[config.mk]
export PLATFORM = sky130hd
export DESIGN_NAME = surr_xy_route
export DESIGN_NICKNAME = d
export VERILOG_FILES = /design/src/rtl/surr_xy_pkg.sv /design/src/rtl/surr_xy_block_mask.sv /design/src/rtl/surr_xy_decide.sv /design/src/rtl/surr_xy_result_reg.sv /design/src/rtl/surr_xy_route.sv
export SDC_FILE = /design/constraint.sdc
export NUM_CORES = 1
export LEC_CHECK = 0
export BUFFER_PORTS_ARGS = -buffer_cell sky130_fd_sc_hd__buf_4
export CAP_MARGIN = 5
export CORE_AREA = 2 2 39 41
export DETAILED_ROUTE_END_ITERATION = 16
export DIE_AREA = 0 0 41 43
export PLACE_DENSITY = 0.72
export SLEW_MARGIN = 10
export SYNTH_ARGS = -nofsm -noshare
export SYNTH_HDL_FRONTEND = slang
export SYNTH_SLANG_ARGS = --single-unit
[constraint.sdc]
create_clock -name clk -period 2.05 [get_ports clk]
set_clock_uncertainty 0.2 [all_clocks]
set_input_delay 0.41 -clock clk [delete_from_list [all_inputs] [get_ports clk]]
set_output_delay 0.41 -clock clk [all_outputs]
set_load 0.02 [all_outputs]
[src/rtl/surr_xy_pkg.sv]
package surr_xy_pkg;
   // Bit positions of the one-hot port vector; the neighbour decodes them.
   localparam int unsigned PORT_LOCAL = 0;
   localparam int unsigned PORT_EAST  = 1;
   localparam int unsigned PORT_WEST  = 2;
   localparam int unsigned PORT_NORTH = 3;
   localparam int unsigned PORT_SOUTH = 4;
   localparam int unsigned NUM_PORTS  = 5;

   typedef logic [NUM_PORTS-1:0] port_vec_t;
endpackage

[src/rtl/surr_xy_block_mask.sv]
// Merges neighbour-dead flags with mesh-edge detection into one blocked mask.
module surr_xy_block_mask
   import surr_xy_pkg::*;
#(
   parameter int unsigned MESH_COLS = 4,
   parameter int unsigned MESH_ROWS = 4,
   parameter int unsigned XW        = 2,
   parameter int unsigned YW        = 2
) (
   input  logic [XW-1:0] own_x,
   input  logic [YW-1:0] own_y,
   input  logic          dead_e,
   input  logic          dead_w,
   input  logic          dead_n,
   input  logic          dead_s,
   output port_vec_t     blocked
);
   localparam logic [XW-1:0] X_LAST = XW'(MESH_COLS - 1);
   localparam logic [YW-1:0] Y_LAST = YW'(MESH_ROWS - 1);

   assign blocked[PORT_LOCAL] = 1'b0;

   for (genvar g = 1; g < NUM_PORTS; g++) begin : g_side
      logic at_edge;
      logic dead_flag;
      if (g == PORT_EAST) begin : g_e
         assign at_edge   = (own_x == X_LAST);
         assign dead_flag = dead_e;
      end else if (g == PORT_WEST) begin : g_w
         assign at_edge   = (own_x == '0);
         assign dead_flag = dead_w;
      end else if (g == PORT_NORTH) begin : g_n
         assign at_edge   = (own_y == '0);
         assign dead_flag = dead_n;
      end else begin : g_s
         assign at_edge   = (own_y == Y_LAST);
         assign dead_flag = dead_s;
      end
      assign blocked[g] = at_edge | dead_flag;
   end
endmodule

[src/rtl/surr_xy_decide.sv]
// Combinational port choice: X-first, with cross-dimension detours.
module surr_xy_decide
   import surr_xy_pkg::*;
#(
   parameter int unsigned XW = 2,
   parameter int unsigned YW = 2
) (
   input  logic [XW-1:0] own_x,
   input  logic [YW-1:0] own_y,
   input  logic [XW-1:0] dest_x,
   input  logic [YW-1:0] dest_y,
   input  port_vec_t     blocked,
   output port_vec_t     dir_oh,
   output logic          unroutable
);
   logic       x_eq, y_eq, x_gt, y_gt;
   logic [2:0] pick_h, first_v, second_v;

   assign x_eq = (dest_x == own_x);
   assign y_eq = (dest_y == own_y);
   assign x_gt = (dest_x > own_x);
   assign y_gt = (dest_y > own_y);

   assign pick_h   = x_gt ? 3'(PORT_EAST)  : 3'(PORT_WEST);
   assign first_v  = y_gt ? 3'(PORT_SOUTH) : 3'(PORT_NORTH);
   assign second_v = y_gt ? 3'(PORT_NORTH) : 3'(PORT_SOUTH);

   always_comb begin
      dir_oh     = '0;
      unroutable = 1'b0;
      if (x_eq && y_eq) begin
         dir_oh[PORT_LOCAL] = 1'b1;
      end else if (!x_eq) begin
         if (!blocked[pick_h])        dir_oh[pick_h]   = 1'b1;
         else if (!blocked[first_v])  dir_oh[first_v]  = 1'b1;
         else if (!blocked[second_v]) dir_oh[second_v] = 1'b1;
         else                         unroutable       = 1'b1;
      end else begin
         if (!blocked[first_v])         dir_oh[first_v]   = 1'b1;
         else if (!blocked[PORT_EAST])  dir_oh[PORT_EAST] = 1'b1;
         else if (!blocked[PORT_WEST])  dir_oh[PORT_WEST] = 1'b1;
         else                           unroutable        = 1'b1;
      end
   end
endmodule

[src/rtl/surr_xy_result_reg.sv]
// Captures a decision on each head flit and emits a one-cycle strobe.
module surr_xy_result_reg #(
   parameter int unsigned DW = 5
) (
   input  logic          clk,
   input  logic          rst_n,
   input  logic          load,
   input  logic [DW-1:0] d_dir,
   input  logic          d_unr,
   output logic          q_valid,
   output logic [DW-1:0] q_dir,
   output logic          q_unr
);
   always_ff @(posedge clk or negedge rst_n) begin
      if (!rst_n) begin
         q_valid <= 1'b0;
         q_dir   <= '0;
         q_unr   <= 1'b0;
      end else begin
         q_valid <= load;
         if (load) begin
            q_dir <= d_dir;
            q_unr <= d_unr;
         end
      end
   end
endmodule

[src/rtl/surr_xy_route.sv]
module surr_xy_route
   import surr_xy_pkg::*;
#(
   parameter int unsigned MESH_COLS = 4,
   parameter int unsigned MESH_ROWS = 4,
   localparam int unsigned XW = (MESH_COLS > 1) ? $clog2(MESH_COLS) : 1,
   localparam int unsigned YW = (MESH_ROWS > 1) ? $clog2(MESH_ROWS) : 1
) (
   input  logic          clk,
   input  logic          rst_n,
   input  logic          head_valid,
   input  logic [XW-1:0] dest_x,
   input  logic [YW-1:0] dest_y,
   input  logic [XW-1:0] own_x,
   input  logic [YW-1:0] own_y,
   input  logic          dead_e,
   input  logic          dead_w,
   input  logic          dead_n,
   input  logic          dead_s,
   output logic          route_valid,
   output logic [4:0]    route_dir,
   output logic          unroutable
);
   if (MESH_COLS < 2 || MESH_ROWS < 2) begin : g_bad_dims
      $error("surr_xy_route: mesh needs at least 2 columns and 2 rows");
   end

   port_vec_t blocked;
   port_vec_t next_dir;
   logic      next_unr;

   surr_xy_block_mask #(
      .MESH_COLS(MESH_COLS), .MESH_ROWS(MESH_ROWS), .XW(XW), .YW(YW)
   ) i_mask (
      .own_x(own_x), .own_y(own_y),
      .dead_e(dead_e), .dead_w(dead_w), .dead_n(dead_n), .dead_s(dead_s),
      .blocked(blocked)
   );

   surr_xy_decide #(.XW(XW), .YW(YW)) i_decide (
      .own_x(own_x), .own_y(own_y), .dest_x(dest_x), .dest_y(dest_y),
      .blocked(blocked), .dir_oh(next_dir), .unroutable(next_unr)
   );

   surr_xy_result_reg #(.DW(NUM_PORTS)) i_result (
      .clk(clk), .rst_n(rst_n), .load(head_valid),
      .d_dir(next_dir), .d_unr(next_unr),
      .q_valid(route_valid), .q_dir(route_dir), .q_unr(unroutable)
   );
endmodule

==> reports/metrics.csv, run 1 <==
metric,value,unit
grt_pass1_wl,1.82,mm
final-max-slew-violation-count,0,
holdWs,120,ps
h-tree-depth,1,
crit_fanout,2,
dieWidth,41,microns
status,finished with violations,
path_cells,"buf_8, clkinv_4, ha_4, nor2b_4, o21ai_2, mux2_4, or4_4, o31ai_2",
rsz0062_at_grt,yes,
drc,0,
synth_warnings,0,
cp.required,2020,ps
grt_max_degree,8,
clkSinkCount,7,
synth_area_per_cell,9.46,sq um
end_kind,flip-flop,
top_level_ports,22,
grt_antenna_before_repair,0,
vias,502,
portBuffers,21,
overflow,0,
synth_area_leaders,"dfrtp_1, ha_1, a32o_1",
dpl_cell_area,727,sq um
area_delta_synth_final,66.9,%
routedWlPerCell,10.3,microns
final_core_util,57.1,%
slowest_stage,or4_4,
yosysUniqueCellTypes,21,
final_common_cell,buf_4,
seq_area_frac_synth,37.0,%
max_clock_freq,0.487,GHz
die-area,1760,sq um
gp_congestion,0.758,
numCtsBuffers,3,
finalHoldViolations,0,
firstDrtPassIters,2,
dpl.hpwl,888,microns
drive_gt1_share,48.2,%
max_slew_margin,81.4,%
setup_viol,1,
arrival,2020,ps
routed_wirelength,1.04,mm
clkTransAtPathRegs,60,ps
clock_path_buffers,2,
diodes,0,
ir_worst_vdd,254,uV
start_util,34.2,%
power.density,590,nW/um^2
via_per_inst,4.97,
syn_area,473,sq um
hold_class,primary input to flip-flop,
num_rows,14,
p_leak,0.407,nW
layout_common_cells,"buf_4, nor2_1, dfrtp_1, inv_1, o21ai_0",
synth_top_area_share,37.0,%
insertion_delay,250,ps
cts-root-buf,clkbuf_4,
tightestPinTransition,276,ps
final_antenna_net_count,0,
fp.dieH,43,microns
yosys_register_bits,7,
finalCriticalPeriod,2050,ps
final_area,790,sq um
slowest_delay,530,ps
syn-num-nets,69,
drt_iter0_markers,5,
startpoint_type,primary input,
path_class,primary input to flip-flop,
fin_crit_sh,100,%
final_nets,105,
coreArea,1380,sq um
synth_top_area_cell,dfrtp_1,
synth_cells,50,
cts_tree,done,
setup_slack,-4.18,ps
gr-usage-all-layers,15.3,%
violations,negative setup slack,
first_global_vias,483,
drv_cap,0,
flip-flops by register name, summed over array words and instances, names as in the netlist:
register          count
i_result.q_dir        5
i_result.q_unr        1
i_result.q_valid      1
metrics by stage:
step	TNS [ps]	total power, mW	worst slack, ps	std cells
finish	-4.18	0.466	-4.18	101
CTS	-8.36	0.470	-8.36	100
global route	-51.1	0.501	-40.1	101
global placement	-684	0.331	-289	94
floorplan	-225	0.253	-125	50
detailed placement	-759	0.333	-320	94
metal layers:
layer	global-route usage, %	wire, microns	up-vias
met5	0	0	-
met4	4.00	0	0
met3	7.85	84	0
met2	23.8	541	19
met1	17.8	414	233
li1	-	-	250
cell usage after synthesis:
master	number
mux2_4	1
nor2b_1	1
or4_4	1
o21ai_0	4
o21bai_1	1
ha_1	4
o31ai_2	1
dfrtp_1	7
mux2i_1	1
nand4_1	1
and2_1	1
a32o_1	3
o221ai_1	1
nand2_1	2
o21ai_2	1
o21a_1	1
a21oi_1	3
inv_1	7
and4_1	1
nor2b_4	1
nor2_1	7
layout make-up:
type / count / area [sq um]
Inverter: 7 / 31.3
Fill cell: 139 / 594
Timing Repair Buffer: 31 / 246
Sequential cell: 7 / 175
Tap cell: 16 / 20.0
Multi-Input combinational cell: 36 / 290
Clock buffer: 4 / 26.3
cell families after synthesis:
logic type,after synthesis,share of synthesized area (%)
compound gates,15,23.3
fa+ha+maj,4,10.6
simple gates,15,18.3
mux,2,5.29
buf+inv,7,5.56
flops,7,37.0
where the power goes:
group | internal (mW) | switching [mW] | total [mW]
Combinational | 0.0976 | 0.0805 | 0.178
Sequential | 0.154 | 0.00806 | 0.162
Clock | 0.0743 | 0.0515 | 0.126
Total | 0.326 | 0.140 | 0.466
final timing paths:
kind	from	to	slack [ps]	depth (start not counted)
worst max-delay path	own_y[1]	i_result.q_dir[2]	-4	8
worst min-delay path	head_valid	i_result.q_valid	120	1
worst max register to register	i_result.q_dir[2]	i_result.q_dir[2]	1110	2
worst min register to register	i_result.q_dir[0]	i_result.q_dir[0]	290	2
max in group asynchronous	rst_n	i_result.q_dir[0]	1220	2
min in group asynchronous	rst_n	i_result.q_dir[2]	300	2
critical path: cells and delay by family:
family	cells	cell delay [ps]
compound gates	2	320
buf+inv	2	120
fa+ha+maj	1	200
simple gates	2	650
mux	1	320
timing repair:
item / 4_1_cts / 5_1_grt
hold buffers: 1 / 0
hold endpoints to repair: 7 / 0
gates cloned: 0 / 0
pin swaps: 1 / 0
buffers inserted: 1 / 1
setup endpoints to repair: 2 / 2
resized for setup: 3 / 1
No activity file was read; power rests on OpenSTA's default activity.
==> inputs of run 2 (changes only) <==
--- a/config.mk
+++ b/config.mk
@@ -8,6 +8,7 @@
 export BUFFER_PORTS_ARGS = -buffer_cell sky130_fd_sc_hd__buf_4
 export CAP_MARGIN = 5
 export CORE_AREA = 2 2 39 41
+export CTS_BUF_LIST = sky130_fd_sc_hd__clkbuf_2 sky130_fd_sc_hd__clkbuf_4 sky130_fd_sc_hd__clkbuf_8
 export DETAILED_ROUTE_END_ITERATION = 16
 export DIE_AREA = 0 0 41 43
 export PLACE_DENSITY = 0.72
==> reports/metrics.csv, run 2 (same netlist as run 1, synthesis figures left out) <==
metric,value,unit
holdCritStartpoint,head_valid,
fp.dieH,43,microns
max_slew_margin,81.4,%
drc,0,
final_antenna_net_count,0,
dpl_cell_area,727,sq um
seqPwrFrac,33.7,%
overflow,0,
regMostFlops,i_result.q_dir,
power,0.480,mW
tightestPinTransition,276,ps
diodes,0,
slowest_delay,530,ps
numCtsBuffers,3,
final-max-slew-violation-count,0,
drv_cap,0,
cp.required,2020,ps
finalHoldViolations,0,
final_common_cell,buf_4,
setup_viol,1,
crit_fanout,2,
r2r_end,i_result.q_dir[2],
area_delta_synth_final,67.7,%
finalSetupTns,-2.71,ps
num_rows,14,
ir_worst_vdd,269,uV
routedWlPerCell,10.3,microns
n_fill_cell,139,
insertion_delay,250,ps
clock_path_buffers,2,
startpoint_type,primary input,
clock_power_share,29.2,%
seq_area,175,sq um
routed_wirelength,1.04,mm
max_clock_freq,0.487,GHz
via_per_inst,4.98,
power.internal,0.339,mW
final_core_util,57.3,%
gp_congestion,0.758,
power.density,605,nW/um^2
reg2reg_depth,2,
first_global_vias,483,
h-tree-depth,1,
rsz0062_at_grt,yes,
p_leak,0.411,nW
arrival,2020,ps
clkSinkCount,7,
cts-root-buf,clkbuf_4,
status,finished with violations,
hold_class,primary input to flip-flop,
switchingPower,0.141,mW
multiInputGateArea,290,sq um
vias,503,
clkTransAtPathRegs,60,ps
grt_antenna_before_repair,0,
holdPathEnd,i_result.q_valid,
path_cells,"buf_8, clkinv_4, ha_4, nor2b_4, o21ai_2, mux2_4, or4_4, o31ai_2",
final_area,793,sq um
fin_crit_sh,100,%
largest_reg_flops,5,
drt_iter0_markers,5,
largestRegisters,"i_result.q_dir x5, i_result.q_unr x1, i_result.q_valid x1",
grt_pass1_wl,1.82,mm
dieWidth,41,microns
holdWs,118,ps
timing.rr.start,i_result.q_dir[2],
gr-usage-all-layers,15.3,%
violations,negative setup slack,
end_kind,flip-flop,
firstDrtPassIters,2,
finalCriticalPeriod,2050,ps
slowest_stage,or4_4,
layout_common_cells,"buf_4, nor2_1, dfrtp_1, inv_1",
dpl.hpwl,888,microns
grt_max_degree,8,
drive_gt1_share,49.4,%
final_nets,105,
regToRegSetupSlack,1110,ps
cts_tree,done,
start_util,34.2,%
p_comb_share,37.1,%
coreArea,1380,sq um
die-area,1760,sq um
portBuffers,21,
path_class,primary input to flip-flop,
switching_share,29.4,%
min_path_cells,1,
top_level_ports,22,
setup_slack,-2.71,ps
## run 2: power by group through the flow
stage          Sequential [mW]  Clock, mW  Combinational [mW]
6_report                 0.162      0.140               0.178
5_1_grt                  0.163      0.154               0.198
4_1_cts                  0.162      0.146               0.177
3_5_place_dp             0.164          0               0.169
3_3_place_gp             0.164          0               0.167
2_1_floorplan            0.183          0              0.0708
## run 2: worst max-delay path, delay by kind of cell
kind	cells	cell delay (ps)
AOI/OAI and AO/OA	2	320
buffers and inverters	2	120
adders and majority gates	1	200
muxes	1	320
and+or+nand+nor	2	650
## run 2: routing by layer
| layer | GRT usage [%] | wire, microns |
|---|---|---|
| met3 | 7.85 | 84 |
| met5 | 0 | 0 |
| met2 | 23.8 | 540 |
| met4 | 4.00 | 0 |
| met1 | 17.8 | 416 |
## run 2: worst max path at each step
stage	depth (start not counted)	from	endpoint	slack [ps]
after floorplan	6	dest_y[1]	i_result.q_dir[2]	-120
after global placement	8	own_y[1]	i_result.q_dir[2]	-290
after detailed placement	8	own_y[1]	i_result.q_dir[2]	-320
after CTS	8	own_y[1]	i_result.q_dir[2]	-7
after global routing	8	own_y[1]	i_result.q_dir[2]	-40
final	8	own_y[1]	i_result.q_dir[2]	-3
## run 2: area by class of cell
cell class	instances	area share [%]
Multi-Input combinational cell	36	36.6
Timing Repair Buffer	31	31.1
Sequential cell	7	22.1
Inverter	7	3.94
Clock buffer	4	3.79
Tap cell	16	2.52
## run 2: repair_timing
| action | CTS | global route |
|---|---|---|
| gates resized for setup | 3 | 1 |
| setup endpoints to repair | 2 | 2 |
| endpoints found under the hold margin | 7 | 0 |
| hold buffers | 1 | 0 |
| pin swaps | 1 | 0 |
| buffers inserted | 1 | 1 |
## run 2: through the flow
| stage | setup WS, ps | instances |
|---|---|---|
| 5_1_grt | -38.8 | 101 |
| 3_5_place_dp | -320 | 94 |
| 2_1_floorplan | -125 | 50 |
| 6_report | -2.71 | 101 |
| 3_3_place_gp | -289 | 94 |
| 4_1_cts | -6.97 | 100 |
